===== src/rtl/hpd_irq_pkg.sv =====
package hpd_irq_pkg;

  // Register word address width and map
  localparam int REG_AW = 3;

  localparam logic [REG_AW-1:0] ADR_FILT = 3'd0;
  localparam logic [REG_AW-1:0] ADR_STAT = 3'd1;
  localparam logic [REG_AW-1:0] ADR_CLR  = 3'd2;
  localparam logic [REG_AW-1:0] ADR_MASK = 3'd3;
  localparam logic [REG_AW-1:0] ADR_LVL  = 3'd4;

  // Interrupt source positions within status and mask
  localparam int SRC_CORE = 0;
  localparam int SRC_RISE = 1;
  localparam int SRC_FALL = 2;
  localparam int NUM_SRC  = 3;

  // Filter register field positions
  localparam int THR_LSB = 0;
  localparam int SCL_LSB = 12;

endpackage


===== src/rtl/hpd_sync.sv =====
module hpd_sync #(
  parameter int STAGES = 2
) (
  input  logic clk,
  input  logic rst_n,
  input  logic d,
  output logic q
);

  logic [STAGES-1:0] chain;

  genvar g;
  generate
    for (g = 0; g < STAGES; g++) begin : g_stage
      if (g == 0) begin : g_first
        always_ff @(posedge clk or negedge rst_n) begin
          if (!rst_n) chain[g] <= 1'b0;
          else        chain[g] <= d;
        end
      end else begin : g_next
        always_ff @(posedge clk or negedge rst_n) begin
          if (!rst_n) chain[g] <= 1'b0;
          else        chain[g] <= chain[g-1];
        end
      end
    end
  endgenerate

  assign q = chain[STAGES-1];

endmodule


===== src/rtl/hpd_filter.sv =====
module hpd_filter #(
  parameter int SCL_W = 4,
  parameter int THR_W = 8
) (
  input  logic             clk,
  input  logic             rst_n,
  input  logic             din,
  input  logic [SCL_W-1:0] scale,
  input  logic [THR_W-1:0] thresh,
  output logic             level,
  output logic             rise,
  output logic             fall
);

  logic [SCL_W-1:0] pcnt;
  logic [THR_W-1:0] dcnt;
  logic             tick;
  logic             differ;
  logic             flip;

  assign tick   = (pcnt == scale);
  assign differ = (din != level);
  assign flip   = tick && differ && (dcnt >= thresh);

  // Sample tick prescaler
  always_ff @(posedge clk or negedge rst_n) begin
    if (!rst_n)    pcnt <= '0;
    else if (tick) pcnt <= '0;
    else           pcnt <= pcnt + 1'b1;
  end

  // Stability counter and filtered level
  always_ff @(posedge clk or negedge rst_n) begin
    if (!rst_n) begin
      dcnt  <= '0;
      level <= 1'b0;
      rise  <= 1'b0;
      fall  <= 1'b0;
    end else begin
      rise <= flip && din;
      fall <= flip && !din;
      if (!differ) begin
        dcnt <= '0;
      end else if (tick) begin
        if (flip) begin
          level <= din;
          dcnt  <= '0;
        end else begin
          dcnt <= dcnt + 1'b1;
        end
      end
    end
  end

  // Level may move only on a tick where the input disagreed with it
  assert_level_needs_tick_R2: assert property (
    @(posedge clk) disable iff (!rst_n)
    (level != $past(level)) |-> ($past(tick) && ($past(din) != $past(level))));

  // A rise event flags exactly a 0->1 move of the level
  assert_rise_tracks_level_R4: assert property (
    @(posedge clk) disable iff (!rst_n)
    rise |-> (level && !$past(level)));

  assert_fall_tracks_level_R4: assert property (
    @(posedge clk) disable iff (!rst_n)
    fall |-> (!level && $past(level)));

endmodule


===== src/rtl/hpd_regs.sv =====
module hpd_regs
  import hpd_irq_pkg::*;
#(
  parameter int              DATA_W  = 32,
  parameter int              SCL_W   = 4,
  parameter int              THR_W   = 8,
  parameter logic [THR_W-1:0] THR_RST = 8'hA0,
  parameter logic [SCL_W-1:0] SCL_RST = 4'hA
) (
  input  logic              clk,
  input  logic              rst_n,
  input  logic              wr_en,
  input  logic [REG_AW-1:0] addr,
  input  logic [DATA_W-1:0] wdata,
  output logic [DATA_W-1:0] rdata,
  input  logic              core_irq,
  input  logic              level,
  input  logic              rise_evt,
  input  logic              fall_evt,
  output logic [SCL_W-1:0]  scale,
  output logic [THR_W-1:0]  thresh,
  output logic              irq
);

  logic               stat_rise;
  logic               stat_fall;
  logic [NUM_SRC-1:0] mask;
  logic [NUM_SRC-1:0] status;
  logic               clr_hit;

  assign clr_hit = wr_en && (addr == ADR_CLR);

  // Filter configuration
  always_ff @(posedge clk or negedge rst_n) begin
    if (!rst_n) begin
      scale  <= SCL_RST;
      thresh <= THR_RST;
    end else if (wr_en && (addr == ADR_FILT)) begin
      scale  <= wdata[SCL_LSB +: SCL_W];
      thresh <= wdata[THR_LSB +: THR_W];
    end
  end

  // Enable mask
  always_ff @(posedge clk or negedge rst_n) begin
    if (!rst_n)                             mask <= '0;
    else if (wr_en && (addr == ADR_MASK))   mask <= wdata[NUM_SRC-1:0];
  end

  // Latched events: a new event outranks a clear in the same cycle
  always_ff @(posedge clk or negedge rst_n) begin
    if (!rst_n) begin
      stat_rise <= 1'b0;
      stat_fall <= 1'b0;
    end else begin
      stat_rise <= rise_evt | (stat_rise & ~(clr_hit & wdata[SRC_RISE]));
      stat_fall <= fall_evt | (stat_fall & ~(clr_hit & wdata[SRC_FALL]));
    end
  end

  always_comb begin
    status           = '0;
    status[SRC_CORE] = core_irq;
    status[SRC_RISE] = stat_rise;
    status[SRC_FALL] = stat_fall;
  end

  assign irq = |(status & mask);

  // Read mux
  always_comb begin
    rdata = '0;
    case (addr)
      ADR_FILT: begin
        rdata[SCL_LSB +: SCL_W] = scale;
        rdata[THR_LSB +: THR_W] = thresh;
      end
      ADR_STAT: rdata[NUM_SRC-1:0] = status;
      ADR_MASK: rdata[NUM_SRC-1:0] = mask;
      ADR_LVL:  rdata[0] = level;
      default:  rdata = '0;
    endcase
  end

  // Event seen in a cycle is always latched, clear or not
  assert_event_beats_clear_R8: assert property (
    @(posedge clk) disable iff (!rst_n)
    $past(rise_evt) |-> stat_rise);

  // Rise status bit only sets through an event
  assert_rise_needs_event_R4: assert property (
    @(posedge clk) disable iff (!rst_n)
    (stat_rise && !$past(stat_rise)) |-> $past(rise_evt));

  // Fall status bit only drops through a matching clear write
  assert_fall_clear_only_R5: assert property (
    @(posedge clk) disable iff (!rst_n)
    (!stat_fall && $past(stat_fall)) |-> $past(clr_hit && wdata[SRC_FALL]));

  // Nothing enabled, nothing signalled
  assert_mask_gates_irq_R6: assert property (
    @(posedge clk) disable iff (!rst_n)
    (mask == '0) |-> !irq);

endmodule


===== src/rtl/hpd_irq_unit.sv =====
module hpd_irq_unit
  import hpd_irq_pkg::*;
#(
  parameter int               DATA_W      = 32,
  parameter int               SYNC_STAGES = 2,
  parameter int               SCL_W       = 4,
  parameter int               THR_W       = 8,
  parameter logic [THR_W-1:0] THR_RST     = 8'hA0,
  parameter logic [SCL_W-1:0] SCL_RST     = 4'hA
) (
  input  logic              clk,
  input  logic              rst_n,
  input  logic              hpd_i,
  input  logic              core_irq_i,
  input  logic              reg_wr_i,
  input  logic [REG_AW-1:0] reg_addr_i,
  input  logic [DATA_W-1:0] reg_wdata_i,
  output logic [DATA_W-1:0] reg_rdata_o,
  output logic              irq_o
);

  logic             hpd_sync_q;
  logic             hpd_level;
  logic             ev_rise;
  logic             ev_fall;
  logic [SCL_W-1:0] cfg_scale;
  logic [THR_W-1:0] cfg_thresh;

  hpd_sync #(
    .STAGES (SYNC_STAGES)
  ) u_sync (
    .clk   (clk),
    .rst_n (rst_n),
    .d     (hpd_i),
    .q     (hpd_sync_q)
  );

  hpd_filter #(
    .SCL_W (SCL_W),
    .THR_W (THR_W)
  ) u_filter (
    .clk    (clk),
    .rst_n  (rst_n),
    .din    (hpd_sync_q),
    .scale  (cfg_scale),
    .thresh (cfg_thresh),
    .level  (hpd_level),
    .rise   (ev_rise),
    .fall   (ev_fall)
  );

  hpd_regs #(
    .DATA_W  (DATA_W),
    .SCL_W   (SCL_W),
    .THR_W   (THR_W),
    .THR_RST (THR_RST),
    .SCL_RST (SCL_RST)
  ) u_regs (
    .clk      (clk),
    .rst_n    (rst_n),
    .wr_en    (reg_wr_i),
    .addr     (reg_addr_i),
    .wdata    (reg_wdata_i),
    .rdata    (reg_rdata_o),
    .core_irq (core_irq_i),
    .level    (hpd_level),
    .rise_evt (ev_rise),
    .fall_evt (ev_fall),
    .scale    (cfg_scale),
    .thresh   (cfg_thresh),
    .irq      (irq_o)
  );

  // Rise and fall events never coincide
  assert_events_exclusive_R4: assert property (
    @(posedge clk) disable iff (!rst_n)
    !(ev_rise && ev_fall));

endmodule


===== config.mk =====
export PLATFORM = sky130hd
export DESIGN_NAME = hpd_irq_unit
export DESIGN_NICKNAME = d
export VERILOG_FILES = /design/src/rtl/hpd_irq_pkg.sv /design/src/rtl/hpd_sync.sv /design/src/rtl/hpd_filter.sv /design/src/rtl/hpd_regs.sv /design/src/rtl/hpd_irq_unit.sv
export SDC_FILE = /design/constraint.sdc
export NUM_CORES = 1
export LEC_CHECK = 0
export ABC_AREA = 1
export BUFFER_PORTS_ARGS = -buffer_cell sky130_fd_sc_hd__buf_2
export CORE_MARGIN = 2
export CORE_UTILIZATION = 50
export CTS_CLUSTER_SIZE = 10
export DETAILED_ROUTE_END_ITERATION = 7
export GPL_ROUTABILITY_DRIVEN = 1
export PLACE_DENSITY = 0.8
export SLEW_MARGIN = 5
export SYNTH_ARGS = -nofsm -noshare
export SYNTH_HDL_FRONTEND = slang
export SYNTH_HIERARCHICAL = 1
export SYNTH_SLANG_ARGS = --single-unit
export TNS_END_PERCENT = 5

===== constraint.sdc =====
create_clock -name clk -period 2.1 [get_ports clk]
set_input_delay 0.105 -clock clk [delete_from_list [all_inputs] [get_ports clk]]
set_output_delay 0.105 -clock clk [all_outputs]
set_load 0.01 [all_outputs]

==> out/results.ini, run 1 <==
[synthesis]
synth_top_area_share = 0.350
synthTopCellsByCount = 90 x nand2_1, 44 x inv_1, 30 x dfrtp_1, 27 x nor2_1, 24 x nand3_1
yosysSeqAreaShare = 0.399
syn_inst = 292
synth_async_sr_flop_share = 1.00
synth_area_leaders = dfrtp_1 35%, nand2_1 16%, inv_1 7.7%, buf_4 7.4%, ha_1 5.8%
synth_cell_type_count = 25
yosysTopAreaCell = dfrtp_1
synth-main-ff-cell = dfrtp_1
synth_seq_cells = 34
synth_edf_count = 0
synth_warnings = 6
yosysMostFrequentCell = nand2_1
syn-cell-area_um2 = 2140
syn_avg_cell_area_um2 = 7.34

[route]
ant_nets = 0
detail_route.iter0.violations = 60
wl_per_cell_um = 11.2
viasPerCell = 4.84
vias = 1855
wl_mm = 4.30
dr.pass1.iters = 4
drc = 0

[timing]
fin_tns_setup_ns = 0
slew_headroom = 0.498
setup_violations = 0
worst_pin_slew_ns = 0.752
post-route-period-util = 0.824
finClkSkew_ns = 0.00923
finalMaxSlewViolations = 0
finalHoldViolCount = 0
hold_slack_ns = 0.0270
rsz0062_at_grt = no
fmax_mhz = 578
period_minus_slack_ns = 1.73

[critical_path]
worstSetupStartpointType = flip-flop
path_cells = inv_1, ha_1, nand2_1, nor2_1, nand4_1, nand3_1, nand2_1, nand2_1, nand2_1
crit_family = simple AND/OR/NAND/NOR gates
critPathRequiredTime_ns = 2.28
worst-setup-path-type = flip-flop to flip-flop
end_kind = flip-flop
rr_worst_depth = 9
cpMostUsedCell = nand2_1
cp_max_fo = 4
r2r_end = u_filter/level$_DFFE_PN0P_
reg2reg_from = u_regs/thresh[7]$_DFFE_PN1P_
cpPeakStageDelay_ns = 0.55
cp.arrival_ns = 1.91
setup.worst_path.start = u_regs/thresh[7]$_DFFE_PN1P_
r2r_slack_ns = 0.37
critPathSlowestCell = dfstp_2
path_buf_inv = 1

[grt]
grt_max_degree = 35
grt-ovfl-total = 0
antenna_found_initial = 0
grt_usage = 0.189
grt_pass1_vias = 1668
grt_pass1_wl_mm = 7.25

[worst_hold_path]
holdPathStages = 3
min-delay-start = reg_wdata_i[13]
hp-class = input port to flip-flop
holdPathEnd = u_regs/scale[1]$_DFFE_PN1P_

[layout]
fillers = 371
nNetsFinal = 382
antenna_cells = 0
fin_util = 0.591
area_growth_pct = 11.9
final_layout_size_suffix_gt1_frac = 0.174

[power_and_ir_drop]
pwr-share-seq = 0.454
clkPwrFrac = 0.246
irDropWorstVdd_mv = 0.486
p_switching_w = 0.000735
total_power_w = 0.00203
p_comb_frac = 0.301
leakage_nw = 1.42
internal-power_w = 0.00129
p_per_area_nw_per_um2 = 846
switching_share = 0.362

[floorplanning]
dieArea_um2 = 4830
num_rows = 23
die_h_um = 69.5
die_width_um = 69.5
start_util = 0.528
io-pin-count = 73
core-area_um2 = 4060

[status]
status = complete, no violations

[clock_tree]
clockRootBuffer = clkbuf_8
numCtsBuffers = 5
cts.sinks = 34
cts-resized-gates = 0
cts_max_path_buffers = 2
cts_tree = done
clock_latency_ns = 0.29
clk_pin_slew_worst_paths_ns = 0.07
h-tree-depth = 2

[placed_design]
dpl.hpwl_mm = 3.27
gp_congestion = 0.929
port-buffer-count = 32

[flow_run]
drv_cap = 0

cells in the final DEF, fill, tap and decap left out:
cell type	n
nand4_1	9
xnor2_1	3
buf_4	3
clkbuf_1	1
o21ai_0	5
a21o_1	1
o21ai_2	1
clkbuf_8	6
nor2_2	4
nand2_1	90
nand2_2	2
dlygate4sd3_1	2
a21oi_1	2
clkinv_2	1
buf_2	32
or2_2	1
o21ai_1	2
nor2_1	27
inv_1	44
conb_1	20
dfrtp_1	30
nor2_4	2
inv_2	2
nand3b_1	1
ha_1	10
xor2_1	4
nand3_1	24
dfstp_2	4
worst max path at each step:
| stage | endpoint | slack (ns) | cells after the start |
|---|---|---|---|
| floorplan | u_filter/level$_DFFE_PN0P_ | 0.45 | 7 |
| global placement | u_filter/level$_DFFE_PN0P_ | 0.41 | 9 |
| detailed placement | u_filter/level$_DFFE_PN0P_ | 0.39 | 9 |
| CTS | u_filter/level$_DFFE_PN0P_ | 0.38 | 9 |
| global route | u_filter/level$_DFFE_PN0P_ | 0.25 | 9 |
| finish | u_filter/level$_DFFE_PN0P_ | 0.37 | 9 |
logic make-up after synthesis:
family,Yosys count,share of synthesized area
and+or+nand+nor,160,0.322
DFF,34,0.399
other,1,0.00175
adders and majority gates,10,0.0584
xor gates and xnor gates,7,0.0286
AOI/OAI and AO/OA,11,0.0286
buffers and inverters,69,0.162
cell type report:
type                            instances  area, µm²  share of cell area
Inverter                               46        173              0.0720
Tap cell                               50       62.6              0.0261
Sequential cell                        34        856               0.357
Clock buffer                            7       86.3              0.0360
Clock inverter                          1       5.00             0.00209
Multi-Input combinational cell        208       1010               0.422
Timing Repair Buffer                   37        203              0.0846
through the flow:
step / setup WS (ns) / area [µm²] / cells
after floorplan: 0.449 / 2210 / 311
after global placement: 0.405 / 2290 / 373
after detailed placement: 0.388 / 2290 / 373
after CTS: 0.376 / 2400 / 383
after global routing: 0.253 / 2400 / 383
final: 0.369 / 2400 / 383
power by group through the flow:
stage	logic (W)	registers, W	clock network (W)
6_report	0.000610	0.000920	0.000498
5_1_grt	0.000706	0.000944	0.000545
4_1_cts	0.000616	0.000920	0.000508
3_5_place_dp	0.000610	0.000932	0
3_3_place_gp	0.000583	0.000926	0
2_1_floorplan	0.000489	0.000904	0
metal layers:
metal  share of wire  track usage
met2            0.48        0.325
met5               0            0
met3           0.057       0.0451
met4           0.014       0.0654
met1            0.45        0.231
worst register-to-register path, stage by stage (launching register included):
cell	delay, ns
dfstp_2	0.55
inv_1	0.04
ha_1	0.28
nand2_1	0.07
nor2_1	0.21
nand4_1	0.11
nand3_1	0.17
nand2_1	0.09
nand2_1	0.06
nand2_1	0.05
timing repair:
action | CTS | global route
buffers inserted | 0 | 0
hold buffers | 2 | 0
endpoints found under the hold margin | 31 | 0
registers in the layout, summed over array words and instances (netlist names), 3 cells and up:
register       flops
u_filter/dcnt      8
u_regs/thresh      8
u_filter/pcnt      4
u_regs/scale       4
u_regs/mask        3
Power figures use the tool's default switching activity.
==> run 2, diff against run 1 <==
--- a/config.mk
+++ b/config.mk
@@ -8,11 +8,11 @@
 export ABC_AREA = 1
 export BUFFER_PORTS_ARGS = -buffer_cell sky130_fd_sc_hd__buf_2
 export CORE_MARGIN = 2
-export CORE_UTILIZATION = 50
+export CORE_UTILIZATION = 45
 export CTS_CLUSTER_SIZE = 10
 export DETAILED_ROUTE_END_ITERATION = 7
 export GPL_ROUTABILITY_DRIVEN = 1
-export PLACE_DENSITY = 0.8
+export PLACE_DENSITY = 0.76
 export SLEW_MARGIN = 5
 export SYNTH_ARGS = -nofsm -noshare
 export SYNTH_HDL_FRONTEND = slang
==> constraint.sdc (replaced) <==
create_clock -name clk -period 1.5 [get_ports clk]
set_input_delay 0.075 -clock clk [delete_from_list [all_inputs] [get_ports clk]]
set_output_delay 0.075 -clock clk [all_outputs]
set_load 0.01 [all_outputs]
==> out/results.ini, run 2 (same netlist as run 1, synthesis figures left out) <==
[status]
status = finished, violations left
failed_checks = negative setup slack

[grt]
antenna_found_initial = 0  ; unchanged
grt-ovfl-total = 0  ; unchanged
grt_max_degree = 35  ; unchanged
grt_pass1_vias = 1763  ; +5.7%
grt_pass1_wl_mm = 7.48  ; +3.1%
grt_usage = 0.181  ; -0.00740

[layout]
reg_top3 = u_filter/dcnt x8, u_regs/thresh x8
final_cell_count_no_fill = 405  ; +5.7%
antenna_cells = 0  ; unchanged
nNetsFinal = 400  ; +4.7%
final_cell_mix = 87 x nand2_1, 42 x inv_1, 32 x buf_2
final_layout_size_suffix_gt1_frac = 0.245  ; +0.0708
fillers = 431  ; +16%
final_common_cell = nand2_1
area_growth_pct = 22.9

[route]
ant_nets = 0  ; unchanged
dr.pass1.iters = 4  ; unchanged
wl_per_cell_um = 11.0  ; -2.1%
vias = 1923  ; +3.7%
wl_mm = 4.45  ; +3.6%
drc = 0  ; unchanged
detail_route.iter0.violations = 110  ; +83%
viasPerCell = 4.75  ; -2.0%

[clock_tree]
h-tree-depth = 2  ; unchanged
clockRootBuffer = clkbuf_8
clock_latency_ns = 0.29  ; about the same
clk_pin_slew_worst_paths_ns = 0.07  ; about the same
cts.sinks = 34  ; unchanged
numCtsBuffers = 5  ; unchanged
cts_max_path_buffers = 2  ; unchanged
post-cts-setup-buffers = 0  ; unchanged
cts_tree = done

[power_and_ir_drop]
total_power_w = 0.00314  ; +55%
clkPwrFrac = 0.255  ; +0.009
p_comb_frac = 0.334  ; +0.033
p_switching_w = 0.00110  ; +50%
p_per_area_nw_per_um2 = 1190  ; +41%
irDropWorstVdd_mv = 0.629  ; +29%
pwr-share-seq = 0.411  ; -0.043
leakage_nw = 1.54  ; +8.0%
switching_share = 0.351  ; -0.0118
internal-power_w = 0.00204  ; +58%

[critical_path]
worstSetupStartpointType = flip-flop
r2r_slack_ns = -0.04  ; -0.41 ns
rr_worst_depth = 8  ; -1
critPathRequiredTime_ns = 1.68  ; -0.60 ns
r2r_end = u_filter/level$_DFFE_PN0P_
worst-setup-path-type = flip-flop to flip-flop
reg2reg_from = u_regs/thresh[5]$_DFFE_PN1P_
end_kind = flip-flop
cp.arrival_ns = 1.71  ; -0.20 ns
cp_max_fo = 4  ; unchanged

[worst_hold_path]
min-delay-start = reg_wdata_i[7]
holdPathEnd = u_regs/thresh[7]$_DFFE_PN1P_
hp-class = input port to flip-flop
holdPathStages = 3  ; unchanged

[placed_design]
post-place-cells = 392  ; +5.1%
gp_congestion = 0.845  ; -9.0%
place_ws_ns = -0.148  ; -0.537 ns
port-buffer-count = 32  ; unchanged
dpl.hpwl_mm = 3.35  ; +2.4%

[timing]
post-route-period-util = 1.03  ; +0.201
finalHoldViolCount = 0  ; unchanged
finalMaxSlewViolations = 0  ; unchanged
setup_violations = 11  ; +11
period_minus_slack_ns = 1.54  ; -0.193 ns
fmax_mhz = 650  ; +13%
fin_tns_setup_ns = -0.145  ; -0.145 ns
fin_ws_ns = -0.0382  ; -0.407 ns
rsz0062_at_grt = yes
finClkSkew_ns = 0.00569  ; -0.00354 ns

[floorplanning]
core-area_um2 = 4660  ; +15%
die_width_um = 73.0  ; +5.1%
io-pin-count = 73  ; unchanged
die_h_um = 73.0  ; +5.1%
num_rows = 25  ; +8.7%
start_util = 0.460  ; -0.0683
dieArea_um2 = 5330  ; +10%

[flow_run]
drv_cap = 0  ; unchanged

-- run 2: layout make-up --
cell class / instances / area, µm² / area share
clock buffers: 8 / 110 / 0.0418
inverters: 46 / 173 / 0.0655
multi-input cells: 208 / 1080 / 0.411
flip-flops and latches: 34 / 856 / 0.325
well taps: 54 / 67.6 / 0.0256
repair buffers: 55 / 345 / 0.131
-- run 2: worst max-delay path by stage --
stage	start	to	slack, ns	depth (start not counted)
after CTS	u_regs/thresh[5]$_DFFE_PN1P_	u_filter/level$_DFFE_PN0P_	-0.05	9
after global routing	u_regs/thresh[0]$_DFFE_PN0P_	u_filter/dcnt[7]$_DFFE_PN0P_	-0.10	10
final	u_regs/thresh[5]$_DFFE_PN1P_	u_filter/level$_DFFE_PN0P_	-0.04	8
after detailed placement	u_regs/thresh[7]$_DFFE_PN1P_	u_filter/level$_DFFE_PN0P_	-0.15	9
after global placement	u_regs/thresh[7]$_DFFE_PN1P_	u_filter/level$_DFFE_PN0P_	-0.09	9
after floorplan	u_regs/thresh[5]$_DFFE_PN1P_	u_filter/fall$_DFF_PN0_	-0.04	8
-- run 2: repair_timing --
action	4_1_cts	5_1_grt
resized for setup	11	2
pin swaps	8	1
hold endpoints to repair	34	0
setup endpoints to repair	11	11
hold buffers	5	0
-- run 2: power by group through the flow --
| stage | clock network [W] | logic (W) | registers, W |
|---|---|---|---|
| CTS | 0.000825 | 0.00106 | 0.00129 |
| global placement | 0 | 0.000947 | 0.00130 |
| finish | 0.000801 | 0.00105 | 0.00129 |
| detailed placement | 0 | 0.000986 | 0.00131 |
| global route | 0.000855 | 0.00120 | 0.00132 |
| floorplan | 0 | 0.000690 | 0.00127 |
-- run 2: critical path, cell delays in order, from the launching register on --
cell and delay (ns):
dfstp_2 0.54, inv_2 0.04, ha_4 0.22, a21oi_1 0.15, nor2_2 0.06, nor2_4 0.11
nand3_2 0.14, nand3_2 0.10, nand2_1 0.06
-- run 2: routing by layer --
| layer | vias to the layer above | track usage | wire length (µm) |
|---|---|---|---|
| met3 | 9 | 0.0401 | 231 |
| met5 | - | 0 | 0 |
| met1 | 884 | 0.214 | 1920 |
| met4 | 0 | 0.0947 | 102 |
| met2 | 60 | 0.306 | 2200 |
| li1 | 970 | - | - |
-- run 2: metrics by stage --
stage | cell area [µm²] | hold slack, ns | util
finish | 2640 | 0.0152 | 0.565
global route | 2640 | 0.0142 | 0.565
CTS | 2630 | 0.0129 | 0.565
detailed placement | 2420 | 0.139 | 0.519
global placement | 2420 | 0.135 | 0.519
floorplan | 2230 | -0.221 | -
==> run 3, diff against run 2 <==
--- a/config.mk
+++ b/config.mk
@@ -7,7 +7,6 @@
 export LEC_CHECK = 0
 export ABC_AREA = 1
 export BUFFER_PORTS_ARGS = -buffer_cell sky130_fd_sc_hd__buf_2
-export CORE_MARGIN = 2
 export CORE_UTILIZATION = 45
 export CTS_CLUSTER_SIZE = 10
 export DETAILED_ROUTE_END_ITERATION = 7
==> constraint.sdc (replaced) <==
create_clock -name clk -period 1.4 [get_ports clk]
set_input_delay 0.07 -clock clk [delete_from_list [all_inputs] [get_ports clk]]
set_output_delay 0.07 -clock clk [all_outputs]
set_load 0.01 [all_outputs]
==> out/results.ini, run 3 (same netlist as run 1, synthesis figures left out) <==
[clock_tree]
cts_tree = done
clock_latency_ns = 0.29  ; about the same
clockRootBuffer = clkbuf_8
numCtsBuffers = 5  ; unchanged
cts.sinks = 34  ; unchanged
clk_pin_slew_worst_paths_ns = 0.07  ; about the same
h-tree-depth = 2  ; unchanged
cts_max_path_buffers = 2  ; unchanged

[critical_path]
worst-setup-path-type = flip-flop to flip-flop
cp_max_fo = 4  ; unchanged
worstSetupStartpointType = flip-flop
critPathRequiredTime_ns = 1.58  ; -0.10 ns
end_kind = flip-flop
cp.arrival_ns = 1.75  ; +0.04 ns

[route]
drc = 5  ; +5
detail_route.iter0.violations = 113  ; +2.7%
wl_per_cell_um = 11.0  ; +0.24%
wl_mm = 4.58  ; +2.7%
ant_nets = 0  ; unchanged
viasPerCell = 4.70  ; -1.0%
dr.pass1.iters = 7  ; +3
vias = 1950  ; +1.4%

[placed_design]
dpl.hpwl_mm = 3.45  ; +2.9%
port-buffer-count = 32  ; unchanged
gp_congestion = 0.922  ; +9.2%

[floorplanning]
num_rows = 24  ; -4.0%
die_width_um = 71.0  ; -2.7%
io-pin-count = 73  ; unchanged
start_util = 0.479  ; +0.0192
die_h_um = 71.0  ; -2.7%
core-area_um2 = 4470  ; -4.0%
dieArea_um2 = 5040  ; -5.4%

[timing]
finalMaxSlewViolations = 0  ; unchanged
setup_violations = 11  ; unchanged
finClkSkew_ns = 0.00717  ; +0.00148 ns
finalHoldViolCount = 0  ; unchanged
fin_tns_setup_ns = -1.62  ; -1.48 ns
fin_ws_ns = -0.171  ; -0.133 ns
rsz0062_at_grt = yes
fmax_mhz = 636  ; -2.1%
post-route-period-util = 1.12  ; +0.0968
period_minus_slack_ns = 1.57  ; +0.0329 ns

[status]
status = finished, violations left
failed_checks = design-rule violations, negative setup slack

[power_and_ir_drop]
total_power_w = 0.00335  ; +6.6%
p_switching_w = 0.00119  ; +7.7%
p_per_area_nw_per_um2 = 1220  ; +2.6%
switching_share = 0.354  ; +0.00382
clkPwrFrac = 0.225  ; -0.030
p_comb_frac = 0.369  ; +0.035
internal-power_w = 0.00216  ; +5.9%
irDropWorstVdd_mv = 0.614  ; -2.4%
leakage_nw = 1.59  ; +3.6%
pwr-share-seq = 0.406  ; -0.005

[flow_run]
drv_cap = 0  ; unchanged

[layout]
fin_util = 0.612  ; +0.0462
nNetsFinal = 412  ; +3.0%
fillers = 397  ; -7.9%
final_layout_size_suffix_gt1_frac = 0.267  ; +0.0222
area_growth_pct = 27.7
final_cell_mix = 87 x nand2_1, 42 x inv_1, 32 x buf_2
register_area_um2 = 856  ; unchanged
multi_input_area_um2 = 1090  ; +0.92%
reg_top3 = u_filter/dcnt x8, u_regs/thresh x8
antenna_cells = 0  ; unchanged
final_common_cell = nand2_1

[grt]
grt_pass1_wl_mm = 7.76  ; +3.8%
antenna_found_initial = 0  ; unchanged
grt_pass1_vias = 1827  ; +3.6%
grt-ovfl-total = 0  ; unchanged
grt_max_degree = 20  ; -43%
grt_usage = 0.200  ; +0.0182

[worst_hold_path]
hp-class = input port to flip-flop

-- run 3: cell count changes in the layout (fill, tap and decap cells not counted), sizes merged --
cell	change
clkinv	+1
dlygate4sd3	+1
buf	+11
clkbuf	-1
-- run 3: critical path, stage by stage, from the launching register on --
cell     delay (ns)
dfstp_2        0.54
inv_2          0.04
ha_4           0.28
nand2_4        0.05
nor2_4         0.11
nand4_1        0.14
nand3_4        0.13
nand2_2        0.06
nand2_1        0.06
nand2_1        0.05
-- run 3: what timing repair did --
action | CTS | global route
endpoints found under the hold margin | 17 | 0
endpoints found under the setup margin | 12 | 11
pin swaps | 9 | 1
hold buffers | 6 | 0
setup buffers | 1 | 0
gates resized for setup | 15 | 2
-- run 3: metal layers --
| layer | vias up | global-route usage | wire length, µm | share of wire |
|---|---|---|---|---|
| met5 | - | 0 | 0 | 0 |
| met4 | 0 | 0.0800 | 91 | 0.020 |
| met3 | 11 | 0.0442 | 225 | 0.049 |
| met2 | 60 | 0.365 | 2340 | 0.51 |
| met1 | 879 | 0.224 | 1920 | 0.42 |
| li1 | 1000 | - | - | - |
-- run 3: per-stage QoR --
step                      hold slack, ns  cells  worst slack, ns  instance area [µm²]
after floorplan                   -0.226    311           -0.144                 2230
after global placement            0.0129    400           -0.188                 2500
after detailed placement          0.0187    400           -0.225                 2500
after CTS                        0.00271    415           -0.172                 2730
after global routing              0.0179    415           -0.248                 2740
final                            0.00593    415           -0.171                 2740
-- run 3: final timing paths --
kind                                                end  slack (ns)  cells past startpoint                    startpoint
setup / recovery             u_filter/level$_DFFE_PN0P_       -0.17                      9  u_regs/thresh[5]$_DFFE_PN1P_
hold / removal              u_regs/scale[0]$_DFFE_PN0P_       0.006                      3               reg_wdata_i[12]
setup reg to reg             u_filter/level$_DFFE_PN0P_       -0.17                      9  u_regs/thresh[5]$_DFFE_PN1P_
hold reg to reg                      u_sync/q$_DFF_PN0_        0.35                      0     u_sync/chain[0]$_DFF_PN0_
max in group asynchronous  u_regs/thresh[5]$_DFFE_PN1P_        0.66                      3                         rst_n
min in group asynchronous   u_regs/scale[2]$_DFFE_PN0P_        0.23                      2                         rst_n
-- run 3: final cells by class --
type | count | area share
Multi-Input combinational cell | 208 | 0.400
Tap cell | 52 | 0.0238
Sequential cell | 34 | 0.313
Clock buffer | 7 | 0.0316
Timing Repair Buffer | 67 | 0.167
Clock inverter | 1 | 0.00183
Inverter | 46 | 0.0631
-- run 3: power by group through the flow --
stage | sequential [W] | combinational, W | clock (W)
floorplan | 0.00136 | 0.000739 | 0
global placement | 0.00137 | 0.00112 | 0
detailed placement | 0.00138 | 0.00115 | 0
CTS | 0.00137 | 0.00123 | 0.000772
global route | 0.00139 | 0.00140 | 0.000798
finish | 0.00136 | 0.00123 | 0.000754
